File: config.mk
export PLATFORM = sky130hd
export DESIGN_NAME = flash_prefetch_ctrl
export DESIGN_NICKNAME = d
export VERILOG_FILES = /design/src/rtl/flp_pkg.sv /design/src/rtl/flp_datapath.sv /design/src/rtl/flp_control.sv /design/src/rtl/flash_prefetch_ctrl.sv
export SDC_FILE = /design/constraint.sdc
export NUM_CORES = 2
export LEC_CHECK = 0
export BUFFER_PORTS_ARGS = -buffer_cell sky130_fd_sc_hd__buf_2
export CORE_ASPECT_RATIO = 0.75
export CORE_MARGIN = 8
export CORE_UTILIZATION = 39
export CTS_CLUSTER_SIZE = 14
export DETAILED_ROUTE_END_ITERATION = 7
export HOLD_SLACK_MARGIN = 0.05
export SETUP_SLACK_MARGIN = 0.1
export SYNTH_ARGS = -nofsm -noshare
export SYNTH_HDL_FRONTEND = slang
export SYNTH_SLANG_ARGS = --single-unit
File: constraint.sdc
create_clock -name clk -period 28.6 [get_ports clk]
set_input_delay 5.72 -clock clk [delete_from_list [all_inputs] [get_ports clk]]
set_output_delay 5.72 -clock clk [all_outputs]
set_load 0.02 [all_outputs]
File: src/rtl/flp_pkg.sv
package flp_pkg;

  localparam int LIM_W = 3;
  localparam logic [LIM_W-1:0] LIM_OFF     = 3'd0;
  localparam logic [LIM_W-1:0] LIM_ONE     = 3'd1;
  localparam logic [LIM_W-1:0] LIM_HITMIN  = 3'd2;
  localparam logic [LIM_W-1:0] LIM_UNLIM   = 3'd6;
  localparam logic [LIM_W-1:0] LIM_RSVD    = 3'd7;

  typedef enum logic [1:0] {
    ST_IDLE = 2'd0,
    ST_REQ  = 2'd1,
    ST_WAIT = 2'd2
  } fillState_e;

  // Strobes from control to datapath
  typedef struct packed {
    logic alloc;     // claim a buffer for a new fill this cycle
    logic fillDone;  // flash line arrives this cycle
    logic fillKeep;  // keep the arriving line (buffers enabled)
    logic touchHit;  // a buffer hit is consumed this cycle
  } dpStrobe_t;

endpackage

File: src/rtl/flp_datapath.sv
module flp_datapath
  import flp_pkg::*;
#(
  parameter int NUM_BUF     = 4,
  parameter int LINE_ADDR_W = 13,
  parameter int LINE_W      = 256
) (
  input  logic                   clk,
  input  logic                   rstN,
  input  logic                   bufEnable,
  input  dpStrobe_t              strb,
  input  logic [LINE_ADDR_W-1:0] lookupLine,
  input  logic [LINE_ADDR_W-1:0] pfLine,
  input  logic [LINE_ADDR_W-1:0] allocLine,
  input  logic [LINE_W-1:0]      fillData,
  output logic                   hit,
  output logic [LINE_W-1:0]      hitLine,
  output logic                   pfHeld
);

  localparam int SLOT_W = (NUM_BUF > 1) ? $clog2(NUM_BUF) : 1;
  localparam logic [SLOT_W-1:0] OLDEST = SLOT_W'(NUM_BUF - 1);

  logic [NUM_BUF-1:0]     validQ;
  logic [LINE_ADDR_W-1:0] tagQ  [NUM_BUF];
  logic [LINE_W-1:0]      dataQ [NUM_BUF];
  logic [SLOT_W-1:0]      ageQ  [NUM_BUF];
  logic [SLOT_W-1:0]      fillSlotQ;

  logic [NUM_BUF-1:0] lookMatch;
  logic [NUM_BUF-1:0] pfMatch;

  genvar g;
  generate
    for (g = 0; g < NUM_BUF; g++) begin : gSlot
      assign lookMatch[g] = validQ[g] && (tagQ[g] == lookupLine);
      assign pfMatch[g]   = validQ[g] && (tagQ[g] == pfLine);
    end
  endgenerate

  logic [SLOT_W-1:0] hitSlot;
  logic [SLOT_W-1:0] victim;
  logic              freeFound;

  always_comb begin
    hitSlot = '0;
    for (int i = 0; i < NUM_BUF; i++) begin
      if (lookMatch[i]) hitSlot = SLOT_W'(i);
    end
  end

  assign hit     = bufEnable && (|lookMatch);
  assign pfHeld  = |pfMatch;
  assign hitLine = dataQ[hitSlot];

  // Victim: lowest invalid buffer, otherwise the oldest one
  always_comb begin
    victim    = '0;
    freeFound = 1'b0;
    for (int i = 0; i < NUM_BUF; i++) begin
      if (!validQ[i] && !freeFound) begin
        victim    = SLOT_W'(i);
        freeFound = 1'b1;
      end
    end
    if (!freeFound) begin
      for (int i = 0; i < NUM_BUF; i++) begin
        if (ageQ[i] == OLDEST) victim = SLOT_W'(i);
      end
    end
  end

  logic              touchEn;
  logic [SLOT_W-1:0] touchSlot;

  assign touchEn   = strb.alloc || strb.touchHit;
  assign touchSlot = strb.alloc ? victim : hitSlot;

  always_ff @(posedge clk) begin
    if (!rstN) begin
      validQ    <= '0;
      fillSlotQ <= '0;
      for (int i = 0; i < NUM_BUF; i++) ageQ[i] <= SLOT_W'(i);
    end else begin
      if (touchEn) begin
        for (int i = 0; i < NUM_BUF; i++) begin
          if (SLOT_W'(i) == touchSlot)          ageQ[i] <= '0;
          else if (ageQ[i] < ageQ[touchSlot])   ageQ[i] <= ageQ[i] + 1'b1;
        end
      end
      if (strb.alloc) begin
        validQ[victim] <= 1'b0;
        fillSlotQ      <= victim;
      end
      if (strb.fillDone) validQ[fillSlotQ] <= strb.fillKeep;
      if (!bufEnable)    validQ <= '0;
    end
  end

  always_ff @(posedge clk) begin
    if (strb.alloc)    tagQ[victim]     <= allocLine;
    if (strb.fillDone) dataQ[fillSlotQ] <= fillData;
  end

endmodule

File: src/rtl/flp_control.sv
module flp_control
  import flp_pkg::*;
#(
  parameter int LINE_ADDR_W = 13
) (
  input  logic                   clk,
  input  logic                   rstN,
  input  logic [LIM_W-1:0]       pfLimit,
  input  logic                   bufEnable,
  input  logic                   rdReq,
  input  logic [LINE_ADDR_W-1:0] rdLine,
  input  logic                   bufHit,
  input  logic                   pfHeld,
  input  logic                   flReady,
  input  logic                   flRvalid,
  output dpStrobe_t              strb,
  output logic [LINE_ADDR_W-1:0] allocLine,
  output logic [LINE_ADDR_W-1:0] pfLine,
  output logic                   flReq,
  output logic [LINE_ADDR_W-1:0] flAddr,
  output logic                   rdAck,
  output logic                   ackFromBuf
);

  fillState_e             stateQ;
  logic [LINE_ADDR_W-1:0] fillLineQ;
  logic                   fillDemandQ;
  logic                   pfPendQ;
  logic [LINE_ADDR_W-1:0] pfLineQ;
  logic [LIM_W-1:0]       pfCountQ;

  logic inFlight, fillHitNow, bufAck, demandNeed;
  logic limOk, hitMode, belowCap, hitTrigger;
  logic startDemand, pfReady, startPf;

  assign inFlight   = (stateQ != ST_IDLE);
  assign bufAck     = rdReq && bufHit;
  assign fillHitNow = (stateQ == ST_WAIT) && flRvalid && rdReq && (rdLine == fillLineQ);
  assign demandNeed = rdReq && !bufHit && !(inFlight && (rdLine == fillLineQ));

  assign limOk    = (pfLimit != LIM_OFF) && (pfLimit != LIM_RSVD);
  assign hitMode  = (pfLimit >= LIM_HITMIN) && (pfLimit <= LIM_UNLIM);
  assign belowCap = (pfLimit == LIM_UNLIM) || (pfCountQ < pfLimit);

  // A hit (from a buffer or from a prefetch fill) may queue the next line
  assign hitTrigger = (bufAck || (fillHitNow && !fillDemandQ)) && hitMode && belowCap && bufEnable;

  assign startDemand = (stateQ == ST_IDLE) && demandNeed;
  assign pfReady     = (stateQ == ST_IDLE) && !demandNeed && !bufAck && pfPendQ &&
                       bufEnable && limOk && belowCap;
  assign startPf     = pfReady && !pfHeld;

  assign strb.alloc    = startDemand || startPf;
  assign strb.fillDone = (stateQ == ST_WAIT) && flRvalid;
  assign strb.fillKeep = bufEnable;
  assign strb.touchHit = bufAck;

  assign allocLine  = startDemand ? rdLine : pfLineQ;
  assign pfLine     = pfLineQ;
  assign flReq      = (stateQ == ST_REQ);
  assign flAddr     = fillLineQ;
  assign rdAck      = bufAck || fillHitNow;
  assign ackFromBuf = bufAck;

  always_ff @(posedge clk) begin
    if (!rstN) begin
      stateQ      <= ST_IDLE;
      fillLineQ   <= '0;
      fillDemandQ <= 1'b0;
      pfPendQ     <= 1'b0;
      pfLineQ     <= '0;
      pfCountQ    <= '0;
    end else begin
      unique case (stateQ)
        ST_IDLE: if (startDemand || startPf) begin
          stateQ      <= ST_REQ;
          fillLineQ   <= allocLine;
          fillDemandQ <= startDemand;
        end
        ST_REQ:  if (flReady)  stateQ <= ST_WAIT;
        ST_WAIT: if (flRvalid) stateQ <= ST_IDLE;
        default: stateQ <= ST_IDLE;
      endcase

      if (startDemand) begin
        pfCountQ <= '0;
      end else if (startPf && (pfCountQ != LIM_RSVD)) begin
        pfCountQ <= pfCountQ + 1'b1;
      end

      if (!bufEnable) begin
        pfPendQ <= 1'b0;
      end else if (startDemand) begin
        pfPendQ <= limOk;
        pfLineQ <= rdLine + 1'b1;
      end else if (hitTrigger) begin
        pfPendQ <= 1'b1;
        pfLineQ <= rdLine + 1'b1;
      end else if (pfReady) begin
        pfPendQ <= 1'b0;
      end
    end
  end

endmodule

File: src/rtl/flash_prefetch_ctrl.sv
module flash_prefetch_ctrl
  import flp_pkg::*;
#(
  parameter int ADDR_W         = 16,
  parameter int WORD_W         = 32,
  parameter int WORDS_PER_LINE = 8,
  parameter int NUM_BUF        = 4
) (
  input  logic                                      clk,
  input  logic                                      rstN,
  input  logic [2:0]                                pfLimit,
  input  logic                                      bufEnable,
  input  logic                                      rdReq,
  input  logic [ADDR_W-1:0]                         rdAddr,
  output logic                                      rdAck,
  output logic [WORD_W-1:0]                         rdData,
  output logic                                      flReq,
  output logic [ADDR_W-$clog2(WORDS_PER_LINE)-1:0]  flAddr,
  input  logic                                      flReady,
  input  logic                                      flRvalid,
  input  logic [WORD_W*WORDS_PER_LINE-1:0]          flLine
);

  localparam int OFF_W       = $clog2(WORDS_PER_LINE);
  localparam int LINE_ADDR_W = ADDR_W - OFF_W;
  localparam int LINE_W      = WORD_W * WORDS_PER_LINE;

  dpStrobe_t              strb;
  logic [LINE_ADDR_W-1:0] rdLine, allocLine, pfLine;
  logic [OFF_W-1:0]       rdOff;
  logic                   bufHit, pfHeld, ackFromBuf;
  logic [LINE_W-1:0]      hitLine, srcLine;

  assign rdLine = rdAddr[ADDR_W-1:OFF_W];
  assign rdOff  = rdAddr[OFF_W-1:0];

  flp_control #(.LINE_ADDR_W(LINE_ADDR_W)) u_ctrl (
    .clk(clk), .rstN(rstN), .pfLimit(pfLimit), .bufEnable(bufEnable),
    .rdReq(rdReq), .rdLine(rdLine), .bufHit(bufHit), .pfHeld(pfHeld),
    .flReady(flReady), .flRvalid(flRvalid), .strb(strb),
    .allocLine(allocLine), .pfLine(pfLine), .flReq(flReq), .flAddr(flAddr),
    .rdAck(rdAck), .ackFromBuf(ackFromBuf)
  );

  flp_datapath #(.NUM_BUF(NUM_BUF), .LINE_ADDR_W(LINE_ADDR_W), .LINE_W(LINE_W)) u_dp (
    .clk(clk), .rstN(rstN), .bufEnable(bufEnable), .strb(strb),
    .lookupLine(rdLine), .pfLine(pfLine), .allocLine(allocLine),
    .fillData(flLine), .hit(bufHit), .hitLine(hitLine), .pfHeld(pfHeld)
  );

  assign srcLine = ackFromBuf ? hitLine : flLine;
  assign rdData  = srcLine[rdOff*WORD_W +: WORD_W];

endmodule

## Yosys cells after proc, flatten, opt, wreduce, memory -nomap -nowiden

Memories as Yosys holds them, arrays and structs flattened.
Cells that the tools add are included.

| word-level totals | value |
|---|---|
| bits of input ports | 281 |
| RAM bits | 1084 |
| flip-flop bits (word level) | 39 |
| output and inout port bits | 47 |
| memories kept | 3 |

Memory list:

| memory | depth | bits a word | rd ports | clocked after Yosys merged registers in | write ports | line | text |
|---|---|---|---|---|---|---|---|
| u_dp.dataQ | 4 | 256 | 1 | 0 | 1 | flp_datapath.sv:26 | `logic [LINE_W-1:0] dataQ [NUM_BUF];` |
| u_dp.tagQ | 4 | 13 | 4 | 0 | 1 | flp_datapath.sv:25 | `logic [LINE_ADDR_W-1:0] tagQ [NUM_BUF];` |
| u_dp.ageQ | 4 | 2 | 5 | 0 | 4 | flp_datapath.sv:27 | `logic [SLOT_W-1:0] ageQ [NUM_BUF];` |

| cells by class | value |
|---|---|
| bitwise operators | 11 |
| $lt $le $gt $ge | 11 |
| shifts and indexed selects | 1 |
| reduce and logical (&&, ||, !) cells | 65 |
| mux-type cells | 84 |
| equality and inequality tests | 24 |
| add/subtract/negate cells | 6 |

Operators with widths:

| cell | count |
|---|---|
| 2-to-1 mux 256 bit | 1 |
| indexed part select 256 x 9 -> 32 bit | 1 |
| equality test 13 bit | 9 |
| 2-to-1 mux 1 bit | 52 |
| 2-to-1 mux 2 bit | 21 |
| 2-to-1 mux 13 bit | 3 |
| logical AND 1 bit | 36 |
| adder 13 x 1 -> 13 bit, second input constant | 1 |
| 2-to-1 mux 4 bit | 3 |
| logical NOT 1 bit | 11 |
| equality test 2 bit, second input constant | 5 |
| adder 2 x 1 -> 2 bit, second input constant | 4 |
| < comparator 2 bit | 4 |
| OR 1 bit | 8 |
| OR reduction 4 bit | 2 |
| < comparator 2 x 3 -> 1 bit, second input constant | 2 |
| != test 3 bit, second input constant | 2 |
| one-hot mux 2 bit (3 select lines) | 1 |
| AND reduction 2 bit | 3 |
| nonzero test 3 bit | 2 |
| logical OR 1 bit | 5 |
| AND 4 bit | 1 |
| bitwise mux 4 bit | 1 |
| demux 1 bit (select 2 bit) | 2 |
| other kinds (17) | 22 |

## Logic depth before layout (Yosys ltp)

An unclocked memory read counts as a cell.

| depth | value |
|---|---|
| depth in word-level cells | 26 |
| gate-level depth with buffers | 15 |
| gate-level depth less buffers | 11 |

## Modules after synthesis

Synthesis repeated with hierarchy kept, for this count alone.

| unflattened totals | value |
|---|---|
| cell total of the unflattened synthesis | 3111 |
| area, all modules | 47040.1 um2 |

By module, submodules not included:

| module | sequential area each (um2) | instances | cells each | area each (um2) |
|---|---|---|---|---|
| flp_datapath | 32671.3 | 1 | 2581 | 41230.8 |
| flash_prefetch_ctrl | 0.0 | 1 | 271 | 3728.6 |
| flp_control | 660.6 | 1 | 259 | 2080.7 |

## Worst setup path after synthesis

OpenSTA, ideal clock, no wires.

| timing | value |
|---|---|
| path type | input to register |
| start | input flRvalid |
| end | memory u_dp.dataQ[0][0], enable pin |
| arrival | 23.121 ns |
| setup slack | 4.287 ns |
| buffers on the path | 0 |
| stages on the path | 2 |
| path through | nand3b_1 -> nor3_1 |

| on the way | value |
|---|---|
| longest elaborated chain between the ends | 3 |

Ends and longest elaborated chain:

| what | line | text |
|---|---|---|
| start: declaration | flash_prefetch_ctrl.sv:20 | `input logic flRvalid,` |
| logical AND 1 bit | flp_control.sv:54 | `assign strb.fillDone = (stateQ == ST_WAIT) && flRvalid;` |
| 2-to-1 mux 1 bit | flp_datapath.sv:102 | `if (strb.fillDone) dataQ[fillSlotQ] <= fillData;` |
| 2-to-1 mux 1 bit (implied by the code) | flp_datapath.sv:102 |  |
| end: declaration | flp_datapath.sv:26 |  |

Every way passes these cells.

## Worst setup path in the final report

| timing | value |
|---|---|
| start | input rdAddr[12] |
| end | output rdData[8] |

| on the way | value |
|---|---|
| longest elaborated chain between the ends | 8 |

Ends and longest elaborated chain:

| what | line | text |
|---|---|---|
| start: declaration | flash_prefetch_ctrl.sv:14 | `input logic [ADDR_W-1:0] rdAddr,` |
| equality test 13 bit | flp_datapath.sv:36 | `assign lookMatch[g] = validQ[g] && (tagQ[g] == lookupLine);` |
| logical AND 1 bit | flp_datapath.sv:36 |  |
| 2-to-1 mux 1 bit | flp_datapath.sv:48 | `if (lookMatch[i]) hitSlot = SLOT_W'(i);` |
| 2-to-1 mux 2 bit (2 in a row) | flp_datapath.sv:48 |  |
| memory read (4 x 256 bit) | n/a |  |
| 2-to-1 mux 256 bit (*) | flash_prefetch_ctrl.sv:51 | `assign srcLine = ackFromBuf ? hitLine : flLine;` |
| indexed part select 256 x 9 -> 32 bit (*) | flash_prefetch_ctrl.sv:52 | `assign rdData = srcLine[rdOff*WORD_W +: WORD_W];` |
| end: declaration | flash_prefetch_ctrl.sv:16 | `output logic [WORD_W-1:0] rdData,` |

Every way passes the cells marked *; elsewhere a longest branch is shown, timed or not.

==> metrics <==
Post-Synth Adder-Cell Area=0.259%; sequential share of the synthesized area=approximately 70%; status=finished, final reports clean; worst reg2reg path depth=11; GP Congestion=approximately 0.92; CP peak stage delay=~0.8 ns; cts hold-fix bufs=0; Detail Route Antenna Nets=0; routed len/inst=around 25 um; Placed Instances=5,009; GR Util All Layers=approximately a fifth; Setup crit start kind=input port; Worst Hold Class=reg -> reg; crit end category=output port; syn nets=3,521; first-pass GRT wire length=about 200 mm; CTS tree=built; PostCTS Resize Cnt=0; Worst Tran Pin Value=1.13 ns; Sw Ratio=roughly 22%; CP max-delay cell=or4_4; async set or reset register ratio after synthesis=0%; R2R Setup Slk=23.97 ns; detailed-route via count=29,086; RSZ-0062 raised after global routing=false; Power Dens Cells=62.2 nW/um2; compound-cell area share of the yosys netlist=7.23%; setup TNS=0 ns; initial antenna violation count=between 50 and 60; share of layout cells above drive strength 1=20.4%; reg-to-reg critical path endpoint=u_dp.ageQ[2][0]$_SDFFCE_PN0P_; Hold Path Stages=2; root buffer cell=clkbuf_16; CP Data Required Time=about 23 ns; Crit Path Category=in -> out; vias per inst=between 5 and 6; VDD IR-drop max=approximately 0.053 mV; hold path endpoint=u_ctrl.fillDemandQ$_SDFFE_PN0P_; Synth Area in Simple Gates=8.65%; vias in the first global route=28,679; core box area=122,000 um2; ordered list of cells on the worst path=buf_2 -> xnor2_1 -> nand4_1 -> or4_4 -> buf_4 -> a41oi_4 -> and2_1 -> nand2_1 -> a211oi_1 -> or3_1 -> buf_2; I/O pin count=around 330; 1st-iter DRT viols=3,244; Die Y=319 um; Max Clock Freq=between 60 and 70 MHz; port buffer count=between 300 and 400; largest net degree at the start of global routing=around 130; Starting Density=39.2%; row count=around 110; Post-DP HPWL=between 80 and 90 mm; CP dominant cell by count=buf_2; mapped cell area=~48,000 um2; P_leak=between 15 and 20 nW; switching pwr=0.748 mW; max_slew headroom=between 20% and 30%; area grow syn2layout=13.6%; Die Area=~130,000 um2; Post-synth EDFFs=1,084; Max-Cap Viols=0; internal cell power=between 2 and 3 mW; DRC violation count after routing=0; drt total wl=134 mm; Avg Inst Size Synth=14.8 um2; DRT Pass-1 Iters=5; Primary FF master, synth=edfxtp_1; Net count, final=~3,800; min cycle time layout=around 16 ns; Final Non-Filler Cells=5,241; hold_sp=u_ctrl.fillDemandQ$_SDFFE_PN0P_; Reg clk slew, reported paths=~0.06 ns; grt ovf=0; final cycle utilization of the critical path=approximately 55%; overall die width=420 um; crit path max fanout=just under 50; Comb pwr share=5.5%; Synth Register Bits=1,123; worst clock skew=approximately 0.018 ns; Num CTS Buffers=between 100 and 150; Slew Viols, Final=0; commonest non-fill, non-tap cells in the layout=edfxtp_1 (1,084), nand2_1 (417), buf_2 (324); final setup vio count=0; YS warnings=0; worst-skew pair later-pin latency=0.72 ns; largest family of logic cells by synthesized area=multiplexers; Synth cell types=67; Hold Vio Cnt, Final=0; XOR/XNOR Fraction of Synth Area=under 10%; clock buffer depth=3; RR Startpoint=u_dp.tagQ[2][10]$_DFFE_PP_; Post-CTS Setup Bufs=0; Arr. time, crit path=10.02 ns; multiplexer share of the synthesized area=about a tenth; Synth Instances=between 3,000 and 4,000; Clk network pwr share=40.6%; commonest non-fill, non-tap cell in the layout=edfxtp_1; Seq pwr share=54.0%; H-tree levels=3; clk sink count=about 1,100
[metrics by stage]
step | util (%) | total power, mW | cell area (um2) | hold slack, ns | setup slack, ns
final | 44.6 | 3.38 | 54300 | 0.488 | 12.86
after floorplan | - | 1.97 | 47800 | 0.444 | 4.29
after detailed placement | 41.8 | 2.05 | 50900 | 0.485 | 12.82
after global placement | 41.8 | 2.04 | 50900 | 0.452 | 12.88
after global routing | 44.5 | 3.48 | 54300 | 0.522 | 12.62
after CTS | 44.5 | 3.41 | 54300 | 0.493 | 12.82
[synthesized netlist by cell type, drive strengths merged, types with 15 or more instances]
cell / instances / area [um2]
mux2: 15 / 169
o21ai: 30 / 154
xor2: 19 / 166
a21o: 17 / 128
a211oi: 108 / 811
xnor2: 111 / 972
or4: 24 / 184
nor4: 24 / 156
nor2: 325 / 1230
mux4: 152 / 3420
nor3: 42 / 230
a31oi: 177 / 1110
mux2i: 90 / 913
o31ai: 18 / 135
o22ai: 47 / 300
nand4: 39 / 244
clkbuf: 121 / 454
nor2b: 22 / 138
buf: 114 / 626
nand2: 419 / 1570
dfxtp: 39 / 781
a21oi: 49 / 245
edfxtp: 1084 / 32600
nand3: 15 / 75.1
[cells by family after synthesis]
group,count (synthesis)
buffers and inverters,248
flip-flops,1123
multiplexers,257
adder cells (fa/ha/maj),10
XOR/XNOR,130
AO/OA/AOI/OAI,507
AND/OR/NAND/NOR,956
[layout make-up]
class,count,area (um2)
flip-flops and latches,1123,33300
repair buffers,375,2070
diodes,28,70.1
clock inverters,64,429
well taps,1638,2050
fillers,10963,67600
multi-input cells,1860,13400
clock buffers,140,2910
inverters,13,48.8
[critical path, delay by kind of cell]
family,cells,cell delay [ns]
and+or+nand+nor,5,2.45
buffers and inverters,3,0.80
AOI/OAI and AO/OA,2,0.72
xor gates and xnor gates,1,0.27
[registers in the layout, summed over array words and instances (netlist names)]
| name | cells |
|---|---|
| u_ctrl.flAddr | 13 |
| u_ctrl.pfLine | 13 |
| u_ctrl.fillDemandQ | 1 |
| u_ctrl.pfPendQ | 1 |
| u_dp.tagQ | 52 |
| u_dp.validQ | 4 |
| u_dp.dataQ | 1024 |
| u_ctrl.stateQ | 2 |
| u_dp.ageQ | 8 |
| u_ctrl.pfCountQ | 3 |
| u_dp.fillSlotQ | 2 |
[how the worst max path moves through the flow]
stage,startpoint,end,slack [ns],cells after the start
finish,rdAddr[12],rdData[8],12.86,11
global route,rdAddr[13],rdData[8],12.62,11
CTS,rdAddr[7],rdData[8],12.82,11
detailed placement,rdAddr[7],rdData[8],12.82,11
global placement,rdAddr[13],rdData[8],12.88,11
floorplan,flRvalid,u_dp.dataQ[0][0]$_DFFE_PP_,4.29,2
[layer usage]
| layer | global-route usage, % | up-vias | routed length [um] |
|---|---|---|---|
| met5 | 0 | - | 79 |
| met4 | 6.26 | 12 | 3380 |
| met3 | 4.15 | 226 | 9620 |
| met2 | 30.9 | 1139 | 64600 |
| met1 | 26.3 | 14664 | 55900 |
| li1 | - | 13045 | - |
[power groups by stage]
stage          sequential [mW]  clock [mW]  combinational [mW]
2_1_floorplan             1.86           0               0.103
3_3_place_gp              1.86           0               0.184
3_5_place_dp              1.86           0               0.185
4_1_cts                   1.83        1.40               0.186
5_1_grt                   1.83        1.46               0.198
6_report                  1.83        1.37               0.184
(Power assumes the default switching activity.)
